===== config.mk =====
export PLATFORM = sky130hd
export DESIGN_NAME = hdlc_rx_top
export DESIGN_NICKNAME = d
export VERILOG_FILES = /design/src/rtl/hdlc_rx_pkg.sv /design/src/rtl/hdlc_addr_filter.sv /design/src/rtl/hdlc_rx_deframer.sv /design/src/rtl/hdlc_rx_fifo.sv /design/src/rtl/hdlc_rx_irq.sv /design/src/rtl/hdlc_rx_top.sv
export SDC_FILE = /design/constraint.sdc
export NUM_CORES = 2
export LEC_CHECK = 0
export BUFFER_PORTS_ARGS = -buffer_cell sky130_fd_sc_hd__buf_2
export CAP_MARGIN = 10
export CORE_ASPECT_RATIO = 0.8
export CORE_MARGIN = 3
export CORE_UTILIZATION = 53
export DETAILED_ROUTE_END_ITERATION = 8
export GPL_TIMING_DRIVEN = 0
export MAX_ROUTING_LAYER = met4
export PLACE_DENSITY_LB_ADDON = 0.08
export SETUP_SLACK_MARGIN = 0.1
export SLEW_MARGIN = 20
export SYNTH_ARGS = -nofsm -noshare
export SYNTH_HDL_FRONTEND = slang
export SYNTH_SLANG_ARGS = --single-unit

===== constraint.sdc =====
create_clock -name clk_i -period 2.7 [get_ports clk_i]
set_input_delay 0.405 -clock clk_i [delete_from_list [all_inputs] [get_ports clk_i]]
set_output_delay 0.405 -clock clk_i [all_outputs]
set_load 0.03 [all_outputs]

===== src/rtl/hdlc_rx_pkg.sv =====
package hdlc_rx_pkg;

  typedef struct packed {
    logic       eof;
    logic       crc_ok;
    logic [7:0] data;
  } rx_entry_t;

  localparam logic [15:0] CRC_INIT = 16'hFFFF;
  localparam logic [15:0] CRC_GOOD = 16'hF0B8;

  // reflected CRC-16, one byte, LSB first
  function automatic logic [15:0] crc16_byte(logic [15:0] c, logic [7:0] d);
    logic [15:0] r;
    r = c;
    for (int i = 0; i < 8; i++) begin
      if (r[0] ^ d[i]) r = (r >> 1) ^ 16'h8408;
      else             r = r >> 1;
    end
    return r;
  endfunction

endpackage


===== src/rtl/hdlc_addr_filter.sv =====
module hdlc_addr_filter #(
  parameter int AW = 8
) (
  input  logic [AW-1:0] addr_i,
  input  logic          match_en_i,
  input  logic          match_mode_i,
  input  logic [AW-1:0] pri_i,
  input  logic [AW-1:0] sec_i,
  output logic          ok_o
);
  logic hit_pri, hit_sec;
  assign hit_pri = (addr_i == pri_i);
  assign hit_sec = (addr_i == sec_i);

  always_comb begin
    if (!match_en_i)       ok_o = 1'b1;
    else if (match_mode_i) ok_o = hit_pri | hit_sec;
    else                   ok_o = hit_pri;
  end
endmodule


===== src/rtl/hdlc_rx_deframer.sv =====
module hdlc_rx_deframer
  import hdlc_rx_pkg::*;
(
  input  logic      clk_i,
  input  logic      rst_ni,
  input  logic      en_i,
  input  logic      bit_i,
  input  logic      vld_i,
  output logic [7:0] byte_o,
  input  logic      addr_ok_i,
  output logic      wr_o,
  output rx_entry_t entry_o
);
  logic [2:0]  ones_q, bcnt_q;
  logic        hunt_q, got_q, hvld_q, acc_q, wr_q;
  logic [7:0]  sr_q, hold_q;
  logic [15:0] crc_q;
  rx_entry_t   ent_q;

  logic step, is_stuff, is_flag, is_abort, take, done;
  logic [7:0] sr_n;

  assign step     = en_i & vld_i;
  assign is_stuff = step & ~bit_i & (ones_q == 3'd5);
  assign is_flag  = step & ~bit_i & (ones_q == 3'd6);
  assign is_abort = step &  bit_i & (ones_q == 3'd6);
  assign take     = step & ~hunt_q & ~is_stuff & ~is_flag & ~is_abort;
  assign sr_n     = {bit_i, sr_q[7:1]};
  assign done     = take & (bcnt_q == 3'd7);
  assign byte_o   = sr_n;

  always_ff @(posedge clk_i or negedge rst_ni) begin
    if (!rst_ni) begin
      ones_q <= '0;
      bcnt_q <= '0;
      hunt_q <= 1'b1;
      got_q  <= 1'b0;
      hvld_q <= 1'b0;
      acc_q  <= 1'b0;
      wr_q   <= 1'b0;
      sr_q   <= '0;
      hold_q <= '0;
      crc_q  <= CRC_INIT;
      ent_q  <= '0;
    end else begin
      wr_q <= 1'b0;
      if (!en_i) begin
        hunt_q <= 1'b1;
        hvld_q <= 1'b0;
        ones_q <= '0;
      end else if (vld_i) begin
        if (bit_i) ones_q <= (ones_q == 3'd7) ? 3'd7 : ones_q + 3'd1;
        else       ones_q <= '0;

        if (is_flag) begin
          if (!hunt_q && hvld_q && acc_q) begin
            wr_q  <= 1'b1;
            // seven flag bits sit in the partial byte when aligned
            ent_q <= '{eof: 1'b1,
                       crc_ok: (bcnt_q == 3'd7) && (crc_q == CRC_GOOD),
                       data: hold_q};
          end
          hunt_q <= 1'b0;
          bcnt_q <= '0;
          got_q  <= 1'b0;
          hvld_q <= 1'b0;
          crc_q  <= CRC_INIT;
        end else if (is_abort) begin
          if (!hunt_q && hvld_q && acc_q) begin
            wr_q  <= 1'b1;
            ent_q <= '{eof: 1'b1, crc_ok: 1'b0, data: hold_q};
          end
          hunt_q <= 1'b1;
          hvld_q <= 1'b0;
        end else if (take) begin
          sr_q   <= sr_n;
          bcnt_q <= bcnt_q + 3'd1;
          if (done) begin
            if (!got_q) acc_q <= addr_ok_i;
            if (hvld_q && acc_q) begin
              wr_q  <= 1'b1;
              ent_q <= '{eof: 1'b0, crc_ok: 1'b0, data: hold_q};
            end
            got_q  <= 1'b1;
            hold_q <= sr_n;
            hvld_q <= 1'b1;
            crc_q  <= crc16_byte(crc_q, sr_n);
          end
        end
      end
    end
  end

  assign wr_o    = wr_q;
  assign entry_o = ent_q;

  p_wr_needs_en_r1: assert property (@(posedge clk_i) disable iff (!rst_ni)
    wr_o |-> $past(en_i && vld_i));
  p_ok_only_eof_r4: assert property (@(posedge clk_i) disable iff (!rst_ni)
    (wr_o && entry_o.crc_ok) |-> entry_o.eof);
  p_abort_fails_r8: assert property (@(posedge clk_i) disable iff (!rst_ni)
    (wr_o && $past(is_abort)) |-> (entry_o.eof && !entry_o.crc_ok));
endmodule


===== src/rtl/hdlc_rx_fifo.sv =====
module hdlc_rx_fifo #(
  parameter int DEPTH = 128,
  parameter int W     = 10,
  localparam int AW   = (DEPTH > 1) ? $clog2(DEPTH) : 1,
  localparam int CW   = $clog2(DEPTH + 1)
) (
  input  logic          clk_i,
  input  logic          rst_ni,
  input  logic          wr_i,
  input  logic [W-1:0]  wdata_i,
  input  logic          rd_i,
  output logic [W-1:0]  rdata_o,
  output logic          empty_o,
  output logic [CW-1:0] level_o,
  output logic          ovf_o
);
  logic [W-1:0]  mem [DEPTH];
  logic [AW-1:0] wptr_q, rptr_q;
  logic [CW-1:0] cnt_q;
  logic          ovf_q, full, push, pop;

  assign full = (cnt_q == CW'(DEPTH));
  assign push = wr_i & ~full;
  assign pop  = rd_i & (cnt_q != '0);

  always_ff @(posedge clk_i) begin
    if (push) mem[wptr_q] <= wdata_i;
  end

  always_ff @(posedge clk_i or negedge rst_ni) begin
    if (!rst_ni) begin
      wptr_q <= '0;
      rptr_q <= '0;
      cnt_q  <= '0;
      ovf_q  <= 1'b0;
    end else begin
      if (push) wptr_q <= (wptr_q == AW'(DEPTH - 1)) ? '0 : wptr_q + AW'(1);
      if (pop)  rptr_q <= (rptr_q == AW'(DEPTH - 1)) ? '0 : rptr_q + AW'(1);
      if (push && !pop)      cnt_q <= cnt_q + CW'(1);
      else if (pop && !push) cnt_q <= cnt_q - CW'(1);
      if (wr_i && full) ovf_q <= 1'b1;
    end
  end

  assign rdata_o = mem[rptr_q];
  assign empty_o = (cnt_q == '0);
  assign level_o = cnt_q;
  assign ovf_o   = ovf_q;

  p_level_bound_r9: assert property (@(posedge clk_i) disable iff (!rst_ni)
    level_o <= CW'(DEPTH));
  p_pop_dec_r9: assert property (@(posedge clk_i) disable iff (!rst_ni)
    (rd_i && !empty_o && !wr_i) |=> (level_o == $past(level_o) - CW'(1)));
  p_full_drop_r13: assert property (@(posedge clk_i) disable iff (!rst_ni)
    (wr_i && full && !rd_i) |=> (level_o == CW'(DEPTH)));
  p_ovf_sticky_r13: assert property (@(posedge clk_i) disable iff (!rst_ni)
    ovf_o |=> ovf_o);
endmodule


===== src/rtl/hdlc_rx_irq.sv =====
module hdlc_rx_irq #(
  parameter int LW = 8,
  parameter int TW = 7
) (
  input  logic          clk_i,
  input  logic          rst_ni,
  input  logic [LW-1:0] level_i,
  input  logic [TW-1:0] thresh_i,
  output logic          stat_o
);
  logic stat_q;

  always_ff @(posedge clk_i or negedge rst_ni) begin
    if (!rst_ni)                      stat_q <= 1'b0;
    else if (level_i == '0)           stat_q <= 1'b0;
    else if (level_i > LW'(thresh_i)) stat_q <= 1'b1;
  end

  assign stat_o = stat_q;

  p_irq_hold_r11: assert property (@(posedge clk_i) disable iff (!rst_ni)
    (stat_o && level_i != '0) |=> stat_o);
  p_irq_clear_r11: assert property (@(posedge clk_i) disable iff (!rst_ni)
    (level_i == '0) |=> !stat_o);
  p_irq_set_r10: assert property (@(posedge clk_i) disable iff (!rst_ni)
    (level_i > LW'(thresh_i)) |=> stat_o);
endmodule


===== src/rtl/hdlc_rx_top.sv =====
module hdlc_rx_top
  import hdlc_rx_pkg::*;
#(
  parameter int DEPTH  = 128,
  parameter int TH_W   = 7,
  localparam int LVL_W = $clog2(DEPTH + 1),
  localparam int ENT_W = $bits(rx_entry_t)
) (
  input  logic             clk_i,
  input  logic             rst_ni,
  input  logic             rx_en_i,
  input  logic             bit_i,
  input  logic             bit_vld_i,
  input  logic             match_en_i,
  input  logic             match_mode_i,
  input  logic [7:0]       addr_pri_i,
  input  logic [7:0]       addr_sec_i,
  input  logic [TH_W-1:0]  thresh_i,
  input  logic             irq_en_i,
  input  logic             rd_i,
  output logic [7:0]       rd_data_o,
  output logic             rd_eof_o,
  output logic             rd_crc_ok_o,
  output logic             empty_o,
  output logic [LVL_W-1:0] level_o,
  output logic             irq_stat_o,
  output logic             irq_o,
  output logic             ovf_o
);
  logic [7:0] cand_byte;
  logic       addr_ok, wr;
  rx_entry_t  wr_ent, rd_ent;
  logic [ENT_W-1:0] rd_raw;
  logic [LVL_W-1:0] lvl;

  hdlc_addr_filter #(.AW(8)) u_filt (
    .addr_i(cand_byte), .match_en_i(match_en_i), .match_mode_i(match_mode_i),
    .pri_i(addr_pri_i), .sec_i(addr_sec_i), .ok_o(addr_ok)
  );

  hdlc_rx_deframer u_dfr (
    .clk_i(clk_i), .rst_ni(rst_ni), .en_i(rx_en_i), .bit_i(bit_i),
    .vld_i(bit_vld_i), .byte_o(cand_byte), .addr_ok_i(addr_ok),
    .wr_o(wr), .entry_o(wr_ent)
  );

  hdlc_rx_fifo #(.DEPTH(DEPTH), .W(ENT_W)) u_fifo (
    .clk_i(clk_i), .rst_ni(rst_ni), .wr_i(wr), .wdata_i(wr_ent),
    .rd_i(rd_i), .rdata_o(rd_raw), .empty_o(empty_o), .level_o(lvl),
    .ovf_o(ovf_o)
  );

  hdlc_rx_irq #(.LW(LVL_W), .TW(TH_W)) u_irq (
    .clk_i(clk_i), .rst_ni(rst_ni), .level_i(lvl), .thresh_i(thresh_i),
    .stat_o(irq_stat_o)
  );

  assign rd_ent      = rx_entry_t'(rd_raw);
  assign rd_data_o   = rd_ent.data;
  assign rd_eof_o    = rd_ent.eof;
  assign rd_crc_ok_o = rd_ent.crc_ok;
  assign level_o     = lvl;
  assign irq_o       = irq_stat_o & irq_en_i;
endmodule


; Word level (Yosys, flattened, before mapping)
; Memories as Yosys holds them, arrays and structs flattened.
; Cells that the tools add are included.
[op_classes]
n_shift = 0
magnitude_cmp = 1
addsub = 6
eq_ne = 17
n_mul = 0
div_mod_pow = 0
n_bitwise = 38
muxes = 98
n_reduce_logical = 27
[op_table]
columns = operator, count
row1 = 2-to-1 mux 16 bit, 54
row2 = 2-to-1 mux 10 bit, 7
row3 = 2-to-1 mux 1 bit, 26
row4 = NOT 2 -> 3 bit, 8
row5 = 2-to-1 mux 3 bit, 7
row6 = == test 16 bit (second input constant), 1
row7 = == test 8 bit, 2
row8 = 2-to-1 mux 8 bit, 2
row9 = adder 7 x 1 -> 7 bit (second input constant), 2
row10 = AND 1 bit, 14
row11 = == test 7 bit (second input constant), 2
row12 = 2-to-1 mux 7 bit, 2
row13 = AND reduction 7 bit, 2
row14 = == test 3 bit (second input constant), 4
row15 = AND reduction 5 bit, 2
row16 = nonzero test 3 bit, 3
row17 = adder 8 x 1 -> 8 bit (second input constant), 1
row18 = == test 8 bit (second input constant), 1
row19 = greater-than comparator 8 x 7 -> 1 bit, 1
row20 = zero test 8 bit, 1
row21 = != test 4 x 1 -> 1 bit (second input constant), 2
row22 = nonzero test 2 bit, 4
row23 = nonzero test 8 bit, 1
row24 = subtractor 8 x 1 -> 8 bit (second input constant), 1
row25 = 13 further kinds, 37
[word_totals]
wordCells = 206
ff_bits = 77
romBits = 0
ramBits = 1280
mem_count = 1
latch_bits = 0
[mem_list]
columns = name, words, width, rd, rd_clocked_by_memory_dff, write_ports, line
row1 = u_fifo.mem, 128, 10, 1, 0, 1, hdlc_rx_fifo.sv:17  ; logic [W-1:0] mem [DEPTH];

; Depth between registers and ports, before layout
[depth]
ltp_word = 68
depth_mapped = 13
depth_no_buf = 13

; By module
; A second synthesis with hierarchy kept.
[hier_totals]
hier_cells = 2709
area_unflattened_um2 = 53675.2
[by_module_without_submodules]
columns = module, seq_area_each_um2, area_each_um2, cells_each, n_inst
row1 = hdlc_rx_fifo, 39012.4, 50873.8, 2466, 1
row2 = hdlc_rx_deframer, 1322.5, 2373.5, 189, 1
row3 = hdlc_rx_irq, 25.0, 242.7, 30, 1
row4 = hdlc_addr_filter, 0.0, 178.9, 23, 1
row5 = hdlc_rx_top, 0.0, 6.3, 1, 1

; Least setup slack after synthesis
; No wires, ideal clock.
[synth_timing]
path_kind = flip-flop to flip-flop
startpoint = register u_fifo.cnt_q[4] (netlist: u_fifo.level_o[4])
endpoint = register u_fifo.cnt_q[7] (netlist: u_fifo.level_o[7])
path_slack_ns = -0.773
t_arrival_ns = 3.343
stages_incl_launch_ff = 14
period_less_slack_ns = 3.473
path_buffers = 0
required_time_ns = 2.570
setup_ns = 0.130
cell_sequence = dfrtp_1 -> nor4_1 -> and3b_1 -> nor2b_1 -> inv_1 -> ha_1 -> inv_1 -> ha_1 -> a21o_1 -> a21oi_1 -> o211ai_1 -> and3_1 -> o21ba_2 -> xor2_1
[synth_via]
elab_chain_cells = 6
elab_cells_between_ends = 14
cone_classes = add/sub: 2 / eq/ne: 1 / mux: 2 / bitwise: 3 / reduce/logical: 6
[synth_rtl]
columns = item, line
row1 = start: declaration, hdlc_rx_fifo.sv:19  ; logic [CW-1:0] cnt_q;
row2 = start signal: assignment, hdlc_rx_fifo.sv:39  ; if (push && !pop) cnt_q <= cnt_q + CW'(1);
row3 = start signal: assignment, hdlc_rx_fifo.sv:40  ; else if (pop && !push) cnt_q <= cnt_q - CW'(1);
row4 = branches (longest 6 deep; another with subtractor 8 x 1 -> 8 bit), -
; Parallel ways; which one is timed is not known. The select of a mux whose other input is x is not followed.
; A chain may end at the register's enable or synchronous reset.

; Worst setup path in the final report
[layout_timing]
startpoint = register u_fifo.rptr_q[0]
endpoint = output port rd_data_o[3]
[layout_via]
elab_chain_cells = 1
[layout_rtl]
columns = item, line
row1 = start: declaration, hdlc_rx_fifo.sv:18  ; logic [AW-1:0] wptr_q, rptr_q;
row2 = start signal: assignment, hdlc_rx_fifo.sv:38  ; if (pop) rptr_q <= (rptr_q == AW'(DEPTH - 1)) ? '0 : rptr_q + AW'(1);
row3 = memory read (128 x 10 bit), -
row4 = end: declaration, hdlc_rx_top.sv:21  ; output logic [7:0] rd_data_o,
; Every way passes these cells.

==> run_results.csv <==
group,metric,value,unit
outcome,outcome,"finished with violations",
outcome,failed_checks,"negative setup slack",
die,io_pins,54,
placement,place_congestion,1.01,
timing,setup_ws,-1.31,ns
power_and_ir_drop,leakage,18.0,nW
hold_path,hp-class,"in2reg",
final_layout,drive_gt1_share,36.7,%
final_layout,area_growth,22.5,%
synthesis,avgSynthCellArea,19.4,sq um
drt,drt-total-wl,167000,microns
power_and_ir_drop,switchingPower,18.9,mW
cts,cts-root-buf,"clkbuf_16",
synthesis,yosys_warnings,0,
timing,drv_slew,0,
global_route,grt_max_degree,77,
cts,clock_path_buffers,3,
timing,final_hold_viol_count,0,
final_layout,fin_nets,3165,
global_route,grt_pass1_vias,28700,
cts,clk_latency,0.76,ns
die,fp.dieW,361,microns
drt,ant_nets,0,
timing,fin_skew,0.0270,ns
global_route,overflow,0,
drt,num_vias,30200,
setup_path,critPathLaunchType,"flop",
power_and_ir_drop,intPower,38.9,mW
placement,hpwl,107000,microns
synthesis,synth-edff-count,1280,
die,die_h,290,microns
cts,path_clk_slew,0.06,ns
synthesis,synth_top_flop_cell,"edfxtp_1",
power_and_ir_drop,fin_total_pwr,57.8,mW
power_and_ir_drop,power_density,884,nW/um^2
die,dieArea,105000,sq um
timing,tns,-12.80,ns
timing,tightest_slew,1.24,ns
die,core-area,99400,sq um
timing,rsz0062_at_grt,"true",
power_and_ir_drop,pwr-share-clk,31.5,%
synthesis,synthesis.area,53400,sq um
synthesis,async_flop_share,5.60,%
synthesis,synth.distinct_cells,58,
drt,drtPass1Iterations,5,
synthesis,synth-seq-cells,1356,
final_layout,regArea,40400,sq um
drt,drcViolationCount,0,
power_and_ir_drop,swShare,32.7,%
synthesis,synth_cells,2755,
drt,vias_per_cell,6.67,
setup_path,crit_type,"reg2out",
die,start_util,53.8,%
timing,post-route-period-util,149,%
cts,cts_max_level,4,
drt,wl_per_cell,36.9,microns
timing,period_needed,4.01,ns
final_layout,multi_input_area,14600,sq um
final_layout,n_fill_cell,6439,
setup_path,cp.required,2.30,ns
setup_path,critPathArrivalTime,3.61,ns
power_and_ir_drop,power_frac_comb,28.7,%
synthesis,synth_fp_nets,2809,
timing,fmax,249,MHz
timing,finalSetupViolations,12,
setup_path,worstPathMaxFanout,7,
cts,cts_tree,"built",
placement,port_buffers,52,
power_and_ir_drop,max-vdd-ir-drop,0.768,mV
cts,cts_buffers,133,
synthesis,synth-seq-area-share,75.5,%
power_and_ir_drop,p_seq_share,39.8,%
drt,drt_iter0_markers,4908,
die,row_count,103,
timing,relSlewSlack,17.5,%
cts,clkSinkCount,1356,
setup_path,cp-end-kind,"output port",
global_route,antenna_found_initial,3,
job,cap_viol_max_count,0,
global_route,grt_use_total,32.8,%
global_route,grt_pass1_wl,228000,microns
[metrics by stage]
stage	hold WS [ns]	cells	setup WS [ns]	utilization, %	instance area (sq um)
after floorplan	0.109	2755	-0.135	-	53500
after global placement	0.447	4119	-2.30	55.8	55400
after detailed placement	0.366	4138	-1.98	56.3	56000
after CTS	0.0248	4451	-1.25	64.3	63900
after global routing	0.0750	4528	-1.31	65.9	65500
final	0.0798	4528	-1.31	65.9	65500
[flip-flops by register name, summed over array words and instances (netlist names)]
signal,count
u_fifo.level_o,8
u_dfr.sr_q,7
u_dfr.got_q,1
u_dfr.entry_o,10
u_fifo.mem,1280
u_dfr.hunt_q,1
u_fifo.ovf_o,1
u_dfr.bcnt_q,3
u_fifo.wptr_q,7
u_dfr.acc_q,1
u_dfr.ones_q,3
u_dfr.hvld_q,1
u_fifo.rptr_q,7
u_dfr.hold_q,8
u_dfr.wr_o,1
u_dfr.crc_q,16
u_irq.stat_o,1
[routing by layer]
metal | up-vias | routed length [microns] | GRT usage (%)
met5 | - | 0 | -
met2 | 2047 | 71500 | 44.0
met3 | 330 | 22000 | 9.18
met4 | 0 | 6650 | 12.3
li1 | 11900 | - | -
met1 | 15900 | 67000 | 48.1
[cell families (layout without fill, tap and decap cells)]
logic type                 Yosys count  in the layout  share of synthesized area, %
AOI/OAI and AO/OA                  318            318                          4.11
and+or+nand+nor                    388            388                          3.19
xor gates and xnor gates            54             54                         0.885
adders and majority gates           22             22                         0.529
other                                0              2                             0
buffers and inverters              175            634                          1.76
muxes                              442            442                          14.0
DFF                               1356           1356                          75.5
[layout by cell type, fill, tap and decap left out, types with 40 or more instances in the layout]
cell type and count:
mux2i_1 154, clkbuf_1 58, buf_2 44, a22oi_1 61, mux4_2 242, dfrtp_1 40, edfxtp_1 1280, buf_4 103
buf_12 90, nor2_4 128, nand2_1 88, clkbuf_16 143
[synth_stat cells, drive strengths merged (7+ instances only)]
| cell type | instances | area [sq um] |
|---|---|---|
| and2 | 7 | 43.8 |
| nand4 | 19 | 119 |
| xor2 | 15 | 131 |
| o21ai | 32 | 160 |
| buf | 83 | 596 |
| a21oi | 58 | 294 |
| dfrtp | 59 | 1480 |
| edfxtp | 1280 | 38400 |
| mux2i | 181 | 1810 |
| a211oi | 47 | 358 |
| nor3 | 25 | 125 |
| nand3 | 31 | 160 |
| a22o | 11 | 96.3 |
| mux4 | 242 | 5450 |
| clkbuf | 74 | 278 |
| nand2 | 109 | 409 |
| xnor2 | 39 | 342 |
| ha | 21 | 263 |
| nor2 | 161 | 604 |
| mux2 | 19 | 214 |
| dfstp | 17 | 447 |
| a22oi | 89 | 668 |
| o22ai | 28 | 175 |
| inv | 18 | 67.6 |
| nor2b | 17 | 106 |
| o221ai | 20 | 175 |
[power by group through the flow]
| stage | Sequential (mW) | Clock [mW] | Combinational [mW] |
|---|---|---|---|
| after floorplan | 23.5 | 0 | 6.23 |
| after global placement | 23.4 | 0 | 12.5 |
| after detailed placement | 23.4 | 0 | 12.6 |
| after CTS | 23.0 | 18.4 | 15.4 |
| after global routing | 23.0 | 19.2 | 16.7 |
| final | 23.0 | 18.2 | 16.6 |
[worst paths after layout]
path	start	endpoint	slack, ns	cells after the start
max reg2reg	u_fifo.level_o[2]	u_fifo.level_o[7]	-0.09	14
min reg2reg	u_fifo.ovf_o	u_fifo.ovf_o	0.46	1
max	u_fifo.rptr_q[0]	rd_data_o[3]	-1.31	13
min	bit_vld_i	u_dfr.ones_q[0]	0.08	3
min in group asynchronous	rst_ni	u_dfr.sr_q[7]	0.15	2
max in group asynchronous	rst_ni	u_dfr.crc_q[12]	1.89	3
[area by class of cell]
cell class | instances | share of cell area [%]
antenna | 2 | 0.00765
multi-input combinational | 1224 | 22.3
buffer | 154 | 2.70
clock inverter | 63 | 0.822
tap | 1312 | 2.51
inverter | 18 | 0.122
timing repair buffer | 224 | 4.17
sequential | 1356 | 61.7
clock buffer | 175 | 5.59
[critical path: stages, from the launching register on]
cell      delay, ns
dfrtp_2        0.46
buf_12         0.17
buf_12         0.15
buf_16         0.16
buf_16         0.18
buf_16         0.17
buf_6          0.12
mux2i_1        0.12
a22oi_2        0.23
nand4_1        0.29
o211ai_1       0.24
a211oi_1       0.08
nor2_1         0.23
buf_4          0.22
[repair_timing]
item,in CTS,in global routing
endpoints found under the hold margin,66,0
resized for setup,693,121
endpoints found under the setup margin,1298,1092
cloned,0,1
setup buffers,74,77
hold buffers,3,0
pin swaps,86,107
Note: power is estimated with default switching activity, not from simulation.
